<file path="src/rtl/sstx_pkg.sv">
// Shared types for the synchronous serial transmitter.
// Assumes one character is CHAR_W bits and the check value fits the shifter.
package sstx_pkg;
    typedef enum logic [1:0] {
        PH_IDLE = 2'd0,
        PH_DATA = 2'd1,
        PH_CRC  = 2'd2,
        PH_FILL = 2'd3
    } tx_phase_e;
endpackage

</file>
<file path="src/rtl/sstx_hold_buf.sv">
// One-entry holding buffer. A write is accepted only while empty; a take
// empties it. Assumes take is raised only while full.
module sstx_hold_buf #(
    parameter int CHAR_W = 8
) (
    input  logic              clk,
    input  logic              rst_n,
    input  logic              wr_stb,
    input  logic [CHAR_W-1:0] wr_data,
    input  logic              take,
    output logic              full,
    output logic [CHAR_W-1:0] data
);
    // Fill on write when empty, drain on take; writes while full are dropped.
    always_ff @(posedge clk) begin
        if (!rst_n) begin
            full <= 1'b0;
            data <= '0;
        end else if (take) begin
            full <= 1'b0;
        end else if (wr_stb && !full) begin
            full <= 1'b1;
            data <= wr_data;
        end
    end
endmodule

</file>
<file path="src/rtl/sstx_crc_byte.sv">
// Combinational update of a CRC_W-bit check value by one character,
// bit 0 of the character first, with a register shifting towards its MSB.
// One of two polynomials is picked at run time.
module sstx_crc_byte #(
    parameter int                CRC_W  = 16,
    parameter int                CHAR_W = 8,
    parameter logic [CRC_W-1:0]  POLY_A = 16'h8005,
    parameter logic [CRC_W-1:0]  POLY_B = 16'h1021
) (
    input  logic [CRC_W-1:0]  crc_in,
    input  logic [CHAR_W-1:0] char_in,
    input  logic              sel_a,
    output logic [CRC_W-1:0]  crc_out
);
    logic [CRC_W-1:0] poly;
    logic [CRC_W-1:0] stage [0:CHAR_W];

    // Pick the polynomial.
    assign poly     = sel_a ? POLY_A : POLY_B;
    assign stage[0] = crc_in;

    // One stage per character bit, least significant first.
    for (genvar g = 0; g < CHAR_W; g++) begin : g_bit
        logic fb;
        assign fb           = char_in[g] ^ stage[g][CRC_W-1];
        assign stage[g+1]   = {stage[g][CRC_W-2:0], 1'b0} ^ (fb ? poly : '0);
    end

    assign crc_out = stage[CHAR_W];
endmodule

</file>
<file path="src/rtl/sstx_shifter.sv">
// Character sequencer and shift register. At every bit tick it either sends
// the next bit of the current character or, at a character boundary, picks
// the next one: data from the buffer, the check value, a fill character, or
// an idle line. Disabling during the check value swaps in a fill character.
// Assumes CRC_W >= CHAR_W.
module sstx_shifter
    import sstx_pkg::*;
#(
    parameter int               CHAR_W    = 8,
    parameter int               CRC_W     = 16,
    parameter logic [CHAR_W-1:0] FLAG_CHAR = 8'h7E,
    parameter logic [CRC_W-1:0] POLY_A    = 16'h8005,
    parameter logic [CRC_W-1:0] POLY_B    = 16'h1021
) (
    input  logic              clk,
    input  logic              rst_n,
    input  logic              bit_en,
    input  logic              tx_enable,
    input  logic              crc16_sel,
    input  logic              preset_ones,
    input  logic              tx_crc_en,
    input  logic              async_auto,
    input  logic              flag_mode,
    input  logic [CHAR_W-1:0] sync_char,
    input  logic              buf_full,
    input  logic [CHAR_W-1:0] buf_data,
    output logic              take,
    output logic              ser_out,
    output tx_phase_e         phase
);
    localparam int SH_W  = CRC_W;
    localparam int CNT_W = $clog2(CRC_W + 1);

    tx_phase_e        phase_q;
    logic [SH_W-1:0]  shreg_q;
    logic [CNT_W-1:0] left_q;
    logic [CRC_W-1:0] crc_q;
    logic             pending_q;
    logic             ser_q;

    logic [CRC_W-1:0]  preset_val;
    logic [CRC_W-1:0]  crc_base;
    logic [CRC_W-1:0]  crc_upd;
    logic [CRC_W-1:0]  crc_tx;
    logic [CHAR_W-1:0] fill_char;
    logic              boundary;
    logic              abandon;

    // Start value of the check register for a new frame.
    assign preset_val = preset_ones ? '1 : '0;
    // A frame continues only while data is being sent back to back.
    assign crc_base   = (phase_q == PH_DATA) ? crc_q : preset_val;
    // Bit-synchronous polynomial is sent inverted.
    assign crc_tx     = crc16_sel ? crc_q : ~crc_q;
    // Fill character by framing mode.
    assign fill_char  = flag_mode ? FLAG_CHAR : sync_char;
    // Character boundary and check-value abandon conditions.
    assign boundary   = bit_en && (left_q == '0);
    assign abandon    = bit_en && (phase_q == PH_CRC) && (left_q != '0) && !tx_enable;
    // Buffer handed over only at a boundary while enabled.
    assign take       = boundary && tx_enable && buf_full;

    sstx_crc_byte #(
        .CRC_W (CRC_W),
        .CHAR_W(CHAR_W),
        .POLY_A(POLY_A),
        .POLY_B(POLY_B)
    ) u_crc (
        .crc_in (crc_base),
        .char_in(buf_data),
        .sel_a  (crc16_sel),
        .crc_out(crc_upd)
    );

    // Sequencer: one serial bit per tick, next character chosen at boundaries.
    always_ff @(posedge clk) begin
        if (!rst_n) begin
            phase_q   <= PH_IDLE;
            shreg_q   <= '0;
            left_q    <= '0;
            crc_q     <= '0;
            pending_q <= 1'b0;
            ser_q     <= 1'b1;
        end else if (abandon) begin
            phase_q   <= PH_FILL;
            ser_q     <= fill_char[0];
            shreg_q   <= SH_W'(fill_char) >> 1;
            left_q    <= CNT_W'(CHAR_W - 1);
            pending_q <= 1'b0;
        end else if (boundary) begin
            if (!tx_enable) begin
                phase_q   <= PH_IDLE;
                ser_q     <= 1'b1;
                pending_q <= 1'b0;
            end else if (buf_full) begin
                phase_q   <= PH_DATA;
                ser_q     <= buf_data[0];
                shreg_q   <= SH_W'(buf_data) >> 1;
                left_q    <= CNT_W'(CHAR_W - 1);
                crc_q     <= tx_crc_en ? crc_upd : crc_base;
                pending_q <= 1'b1;
            end else if (async_auto) begin
                phase_q   <= PH_IDLE;
                ser_q     <= 1'b1;
                pending_q <= 1'b0;
            end else if (pending_q && tx_crc_en) begin
                phase_q   <= PH_CRC;
                ser_q     <= crc_tx[0];
                shreg_q   <= crc_tx >> 1;
                left_q    <= CNT_W'(CRC_W - 1);
                pending_q <= 1'b0;
            end else begin
                phase_q   <= PH_FILL;
                ser_q     <= fill_char[0];
                shreg_q   <= SH_W'(fill_char) >> 1;
                left_q    <= CNT_W'(CHAR_W - 1);
                pending_q <= 1'b0;
            end
        end else if (bit_en) begin
            ser_q   <= shreg_q[0];
            shreg_q <= shreg_q >> 1;
            left_q  <= left_q - CNT_W'(1);
        end
    end

    assign ser_out = ser_q;
    assign phase   = phase_q;
endmodule

</file>
<file path="src/rtl/sstx_rts_ctl.sv">
// Request-to-send driver. Follows the control bit one clock later, or in
// asynchronous auto-enable mode holds the request until the shifter is idle
// and the buffer empty.
module sstx_rts_ctl (
    input  logic clk,
    input  logic rst_n,
    input  logic rts_bit,
    input  logic async_auto,
    input  logic line_idle,
    input  logic buf_empty,
    output logic rts_n
);
    // Assert on request; release at once or after the last character.
    always_ff @(posedge clk) begin
        if (!rst_n) begin
            rts_n <= 1'b1;
        end else if (rts_bit) begin
            rts_n <= 1'b0;
        end else if (!async_auto || (line_idle && buf_empty)) begin
            rts_n <= 1'b1;
        end
    end
endmodule

</file>
<file path="src/rtl/sync_ser_tx.sv">
// Top of the synchronous serial transmitter: holding buffer, sequencer with
// check generator, and request-to-send driver. Assumes bit_en is a single
// clock pulse per serial bit time and all control inputs are synchronous.
module sync_ser_tx
    import sstx_pkg::*;
#(
    parameter int                CHAR_W    = 8,
    parameter int                CRC_W     = 16,
    parameter logic [CHAR_W-1:0] FLAG_CHAR = 8'h7E,
    parameter logic [CRC_W-1:0]  POLY_A    = 16'h8005,
    parameter logic [CRC_W-1:0]  POLY_B    = 16'h1021
) (
    input  logic              clk,
    input  logic              rst_n,
    input  logic              bit_en,
    input  logic              tx_enable,
    input  logic              crc16_sel,
    input  logic              preset_ones,
    input  logic              tx_crc_en,
    input  logic              rts_bit,
    input  logic              async_auto,
    input  logic              flag_mode,
    input  logic [CHAR_W-1:0] sync_char,
    input  logic              wr_stb,
    input  logic [CHAR_W-1:0] wr_data,
    output logic              ser_out,
    output logic              rts_n,
    output logic              buf_empty
);
    logic              buf_full;
    logic [CHAR_W-1:0] buf_data;
    logic              take;
    tx_phase_e         tx_phase;

    sstx_hold_buf #(.CHAR_W(CHAR_W)) u_buf (
        .clk    (clk),
        .rst_n  (rst_n),
        .wr_stb (wr_stb),
        .wr_data(wr_data),
        .take   (take),
        .full   (buf_full),
        .data   (buf_data)
    );

    sstx_shifter #(
        .CHAR_W   (CHAR_W),
        .CRC_W    (CRC_W),
        .FLAG_CHAR(FLAG_CHAR),
        .POLY_A   (POLY_A),
        .POLY_B   (POLY_B)
    ) u_shift (
        .clk        (clk),
        .rst_n      (rst_n),
        .bit_en     (bit_en),
        .tx_enable  (tx_enable),
        .crc16_sel  (crc16_sel),
        .preset_ones(preset_ones),
        .tx_crc_en  (tx_crc_en),
        .async_auto (async_auto),
        .flag_mode  (flag_mode),
        .sync_char  (sync_char),
        .buf_full   (buf_full),
        .buf_data   (buf_data),
        .take       (take),
        .ser_out    (ser_out),
        .phase      (tx_phase)
    );

    sstx_rts_ctl u_rts (
        .clk       (clk),
        .rst_n     (rst_n),
        .rts_bit   (rts_bit),
        .async_auto(async_auto),
        .line_idle (tx_phase == PH_IDLE),
        .buf_empty (!buf_full),
        .rts_n     (rts_n)
    );

    assign buf_empty = !buf_full;
endmodule

</file>
<file path="config.mk">
export PLATFORM = sky130hd
export DESIGN_NAME = sync_ser_tx
export DESIGN_NICKNAME = d
export VERILOG_FILES = /design/src/rtl/sstx_pkg.sv /design/src/rtl/sstx_hold_buf.sv /design/src/rtl/sstx_crc_byte.sv /design/src/rtl/sstx_shifter.sv /design/src/rtl/sstx_rts_ctl.sv /design/src/rtl/sync_ser_tx.sv
export SDC_FILE = /design/constraint.sdc
export NUM_CORES = 1
export LEC_CHECK = 0
export BUFFER_PORTS_ARGS = -buffer_cell sky130_fd_sc_hd__buf_2
export CAP_MARGIN = 10
export CORE_MARGIN = 10
export CORE_UTILIZATION = 30
export CTS_CLUSTER_SIZE = 40
export DETAILED_ROUTE_END_ITERATION = 10
export GPL_TIMING_DRIVEN = 0
export SYNTH_ARGS = -nofsm -noshare
export SYNTH_HDL_FRONTEND = slang
export SYNTH_HIERARCHICAL = 1
export SYNTH_SLANG_ARGS = --single-unit
</file>
<file path="constraint.sdc">
create_clock -name clk -period 3.2 [get_ports clk]
set_input_delay 0.48 -clock clk [delete_from_list [all_inputs] [get_ports clk]]
set_output_delay 0.48 -clock clk [all_outputs]
set_load 0.01 [all_outputs]
</file>
# Yosys cells after proc, flatten, opt, wreduce, memory -nomap -nowiden
# Cells that the tools add are included.
# op_classes
add_sub_neg	1
eq_ne	6
n_mux	45
n_bitwise	20
reduce_logical	26
# ops
cell	n
2-to-1 mux 16 bit	18
bitwise XOR 16 bit	8
2-to-1 mux 5 bit	5
inverter 16 bit	1
2-to-1 mux 15 bit	1
2-to-1 mux 1 bit	12
2-to-1 mux 2 bit	5
logical AND 1 bit	9
2-to-1 mux 8 bit	1
bitwise XOR 1 bit	8
2-to-1 mux 7 bit	1
inequality test 3 bit, second input constant	2
AND reduction 3 bit	2
nonzero test 2 bit	3
logical NOT 5 bit	1
nonzero test 5 bit	1
subtractor 5 x 1 -> 5 bit, second input constant	1
2-to-1 mux 4 bit	1
inequality test 4 bit, second input constant	1
AND reduction 4 bit	1
OR reduction 2 bit	2
logical NOT 1 bit	3
2-to-1 mux 3 bit	1
inverter 1 bit	3
7 further kinds	7
# totals
register_bits	51
inputBits	27
output_inout_bits	3
wordCells	109

# Depth between registers and ports, before layout
# logic_depth
depth_word	27
depth_mapped	15
mapped_depth_nobuf	12

# Cells and area by module
# The synthesis kept the hierarchy.
# by_module_without_submodules
module	n_inst	cells_per_inst	area_per_inst_um2	seq_area_each_um2
sstx_shifter	1	329	2493.6	800.8
sstx_crc_byte	1	65	556.8	0.0
sstx_hold_buf	1	39	370.4	180.2
sstx_rts_ctl	1	4	41.3	20.0
sync_ser_tx	1	2	7.5	0.0

# Worst setup path before layout
# OpenSTA, ideal clock, no wires.
# synth_path
path_type	register to register
from	register u_shift.phase_q[1] (netlist: u_shift/phase[1])
to	register u_shift.crc_q[0]
setup_ns	0.128
t_arrival_ns	2.742
required_time_ns	3.072
setup_slack_ns	0.330
path_stages_with_launch	16
n_path_buf	3
period_less_slack_ns	2.870
cell_sequence	dfxtp_1 nand2b_1 buf_2 buf_2 mux2i_1 inv_1 xnor2_1 xor2_1 or2b_2 mux2i_1 xnor2_1 buf_4 nand2_1 o21ai_0 mux2i_1 nor2_1
# synth_via
word_cells_on_any_way	33
classes_between	2 x eq/ne; 10 x mux; 17 x bitwise; 4 x reduce/logical
# synth_lines
element	line	text
from (decl)	sstx_shifter.sv:34	tx_phase_e phase_q;
from (signal assigned)	sstx_shifter.sv:78	phase_q <= PH_IDLE;
from (signal assigned)	sstx_shifter.sv:85	phase_q <= PH_FILL;
from (signal assigned)	sstx_shifter.sv:92	phase_q <= PH_IDLE;
== test 2 x 1 -> 1 bit	sstx_shifter.sv:52	assign crc_base = (phase_q == PH_DATA) ? crc_q : preset_val;
2-to-1 mux 16 bit	sstx_shifter.sv:52	
net u_shift.crc_base[9]	sstx_shifter.sv:42	logic [CRC_W-1:0] crc_base;
bitwise XOR 16 bit (6 in series)	sstx_crc_byte.sv:26	assign stage[g+1] = {stage[g][CRC_W-2:0], 1'b0} ^ (fb ? poly : '0);
bitwise XOR 1 bit	sstx_crc_byte.sv:25	assign fb = char_in[g] ^ stage[g][CRC_W-1];
2-to-1 mux 16 bit	sstx_crc_byte.sv:26	
bitwise XOR 16 bit	sstx_crc_byte.sv:26	
bitwise XOR 1 bit	sstx_crc_byte.sv:25	
net u_shift.u_crc.g_bit[7].fb	sstx_crc_byte.sv:24	logic fb;
2-to-1 mux 16 bit	sstx_crc_byte.sv:26	
bitwise XOR 16 bit	sstx_crc_byte.sv:26	
net u_shift.crc_upd[0]	sstx_shifter.sv:43	logic [CRC_W-1:0] crc_upd;
2-to-1 mux 16 bit	sstx_shifter.sv:100	crc_q <= tx_crc_en ? crc_upd : crc_base;
to (signal assigned)	sstx_shifter.sv:100	
to (decl)	sstx_shifter.sv:37	logic [CRC_W-1:0] crc_q;
# The timed path passes the listed nets, and every way through them passes these cells.
# A chain may end at the register's enable or synchronous reset.

# Final worst setup path
# layout_path
from	register u_shift.phase_q[1] (netlist: u_shift/phase[1])
to	register u_shift.crc_q[0]
# layout_via
word_cells_on_any_way	33
classes_between	2 x eq/ne; 10 x mux; 17 x bitwise; 4 x reduce/logical
# layout_lines
element	line
== test 2 x 1 -> 1 bit (*)	sstx_shifter.sv:52
2-to-1 mux 16 bit (*)	sstx_shifter.sv:52
net u_shift.crc_base[13]	sstx_shifter.sv:42
bitwise XOR 16 bit (*) (2 in series)	sstx_crc_byte.sv:26
bitwise XOR 1 bit (*)	sstx_crc_byte.sv:25
2-to-1 mux 16 bit (*)	sstx_crc_byte.sv:26
bitwise XOR 16 bit (*)	sstx_crc_byte.sv:26
bitwise XOR 1 bit	sstx_crc_byte.sv:25
[... 9 more ...]	n/a
2-to-1 mux 16 bit	sstx_crc_byte.sv:26
bitwise XOR 16 bit (*)	sstx_crc_byte.sv:26
bitwise XOR 1 bit (*)	sstx_crc_byte.sv:25
net u_shift.u_crc.g_bit[7].fb	sstx_crc_byte.sv:24
2-to-1 mux 16 bit (*)	sstx_crc_byte.sv:26
bitwise XOR 16 bit (*)	sstx_crc_byte.sv:26
net u_shift.crc_upd[0]	sstx_shifter.sv:43
2-to-1 mux 16 bit (*)	sstx_shifter.sv:100
# Mark *: on every way through the listed nets, which the timed path passes. The rest lies on a longest branch.

==> results.cfg <==
[critical_path]
critPathArrivalTime_ps = 3180
startpoint = u_shift/phase[1]
critPathKind = flop to flop
worstPathMaxFanout = 10
worstReg2RegStart = u_shift/phase[1]
cp-start-kind = flop
endpoint_kind = flop
cp.required_ps = 3360

[synth]
yosysSeqAreaShare = 0.2885
synth_edf_count = 0
yosysUniqueCellTypes = 51
synthTopCellsByCount = nor2_1 (65), nand2_1 (52), dfxtp_1 (50)
ys_seq_elements = 50
synth.most_common_cell = nor2_1
synth_area_leader_cell = dfxtp_1
syn_area_um2 = 3470
yosysWarningCount = 6
syn_nets = 467
synth_ff_type = dfxtp_1
synth_area_per_cell_um2 = 7.903
synthArstFlopShare = 0
synth_area_leaders = dfxtp_1 (29%), mux2i_1 (13%), nor2_1 (7.0%)
netlist_instances = 439
synth.top_cell.area_share = 0.2885

[die]
row_count = 39
die_h_um = 127.5
die_w_um = 127.5
pin_count = 30
initial_core_util = 0.3052
dieArea_um2 = 16270
coreArea_um2 = 11370

[cts]
cts_made_buffers = 5
cts_tree = yes
cts.sink_count = 50
cts_hold_buf = 0
clock_latency_ps = 290
clk_pin_slew_ps = 70
clock-root-buffer = clkbuf_16
clockBufferDepth = 2
cts_max_level = 2

[global_routing]
grt_max_degree = 17
grt_use_total = 0.1161
antenna_found_initial = 0
grt_overflow_total = 0
first_global_vias = 3119
grt_pass1_wl_um = 15970

[routing]
drt_iter0_drc = 231
wirelength_um = 9679
drc = 0
final_antenna_net_count = 0
wl_per_cell_um = 15.54
firstDrtPassIters = 5
via_per_inst = 5.127
vias = 3194

[timing]
fin_setup_tns_ps = 0
setup_viol = 0
finClkSkew_ps = 4.959
hold_viol = 0
tightest_slew_ps = 640.3
maxSlewViolCount = 0
max_freq_ghz = 0.3319
post-route-period-util = 0.9416
grt_setup_unrepaired = no
max_slew_margin = 0.5731
period_needed_ps = 3013

[layout]
final_cells = 623
synthToLayoutAreaGrowth_pct = 18.39
num-fill-cells = 1180
antenna_cells = 0
drive_gt1_frac = 0.1625
final_net_count = 507
multi_input_area_um2 = 2316
register_area_um2 = 1001

[pwr]
comb_power_share = 0.407
clock_power_share = 0.272
p_seq_frac = 0.321
vdd_ir_drop_max_mv = 0.3259
p_per_area_nw_per_um2 = 553.3
p_switching_mw = 0.7967
switching_share = 0.3505
p_leak_nw = 1.688
p_int_mw = 1.476

[place]
port_buffers = 27
dp_hpwl_um = 7320
dp.cells = 609
place_congestion = 0.9332

[min_path]
min-delay-start = rts_bit
hp-class = input port to flop

[outcome]
outcome = completed

[flow_run]
cap_viol_max_count = 0
through the flow:
stage / setup WS, ps / cell area, µm² / total power, mW / hold WS [ps] / utilization
global route: 21.35 / 4108 / 2.398 / 373.1 / 0.3613
floorplan: 330.2 / 3470 / 1.394 / 432.7 / -
detailed placement: -270.2 / 3784 / 1.572 / 447.4 / 0.3328
finish: 186.8 / 4108 / 2.273 / 373.2 / 0.3613
global placement: -173.2 / 3784 / 1.557 / 443.2 / 0.3328
CTS: 3.629 / 4019 / 2.219 / 360.5 / 0.3535
cell families (layout without fill, tap and decap cells):
group | count (synthesis) | count (layout) | share of synthesized area
DFF | 50 | 50 | 0.2885
AOI/OAI and AO/OA | 77 | 77 | 0.1414
adders and majority gates | 1 | 1 | 0.003606
muxes | 45 | 45 | 0.1298
and+or+nand+nor | 159 | 159 | 0.2095
xor gates and xnor gates | 52 | 52 | 0.1540
buffers and inverters | 55 | 96 | 0.07320
cells in the final DEF (no fill, tap or decap), drive strengths merged, types with 2 or more instances in the layout:
cell type | Yosys | final
or3 | 5 | 5
nand2b | 5 | 5
a21oi | 17 | 17
buf | 16 | 49
clkbuf | 15 | 20
clkinv | 1 | 2
nor2 | 65 | 65
dfxtp | 50 | 50
mux2i | 45 | 45
nand3 | 9 | 9
inv | 23 | 24
o311ai | 3 | 3
nor3b | 2 | 2
a211oi | 17 | 17
nand2 | 52 | 52
xnor2 | 29 | 29
xor2 | 23 | 23
nor3 | 9 | 9
o211ai | 2 | 2
o21ai | 28 | 28
nand4bb | 2 | 2
layer usage:
| metal | up-vias | global-route usage | wire [µm] |
|---|---|---|---|
| li1 | 1559 | - | - |
| met1 | 1488 | 0.1573 | 4496 |
| met2 | 128 | 0.1850 | 4428 |
| met3 | 19 | 0.02109 | 557 |
| met4 | 0 | 0.02947 | 195 |
| met5 | - | 0 | 0 |
final timing paths:
| kind | end | slack [ps] | cells past startpoint |
|---|---|---|---|
| worst max-delay path | u_shift/crc_q[0] | 190 | 15 |
| worst min register to register | u_shift/shreg_q[14] | 460 | 2 |
| worst max register to register | u_shift/crc_q[0] | 190 | 15 |
| worst min-delay path | u_rts/rts_n | 370 | 2 |
timing repair:
| item | 4_1_cts | 5_1_grt |
|---|---|---|
| pin swaps | 2 | 3 |
| gates resized for setup | 7 | 8 |
| cloned | 0 | 0 |
| setup buffers | 1 | 5 |
| endpoints found under the setup margin | 3 | 3 |
power by group through the flow:
stage,sequential [mW],combinational [mW],clock (mW)
global route,0.737,1.01,0.650
CTS,0.728,0.864,0.627
global placement,0.738,0.819,0
finish,0.730,0.925,0.617
floorplan,0.724,0.670,0
detailed placement,0.739,0.833,0
final cells by class:
type	instances	share of cell area
repair buffers	33	0.04386
plain buffers	31	0.04203
well taps	143	0.04356
clock buffers	5	0.03046
clock inverters	3	0.01066
flip-flops and latches	50	0.2437
inverters	24	0.02193
multi-input cells	334	0.5638
worst max-delay path: stages, from the launching register on:
cell and delay (ps):
dfxtp_1 390, nand2b_1 170, buf_4 200, buf_6 190, mux2i_1 230, inv_1 130, xor2_4 230, xor2_2 240
or2b_2 330, mux2i_1 190, xnor2_1 110, buf_4 140, nand2_1 50, o21ai_0 90, mux2i_1 150, nor2_1 50
state kept, by name (all words and copies together), names as in the netlist:
| signal | flops |
|---|---|
| u_buf/full | 1 |
| u_shift/phase | 2 |
| u_shift/left_q | 5 |
| u_shift/ser_out | 1 |
| u_buf/data | 8 |
| u_shift/pending_q | 1 |
| u_rts/rts_n | 1 |
| u_shift/shreg_q | 15 |
| u_shift/crc_q | 16 |
Note: power is estimated with default switching activity, not from simulation.
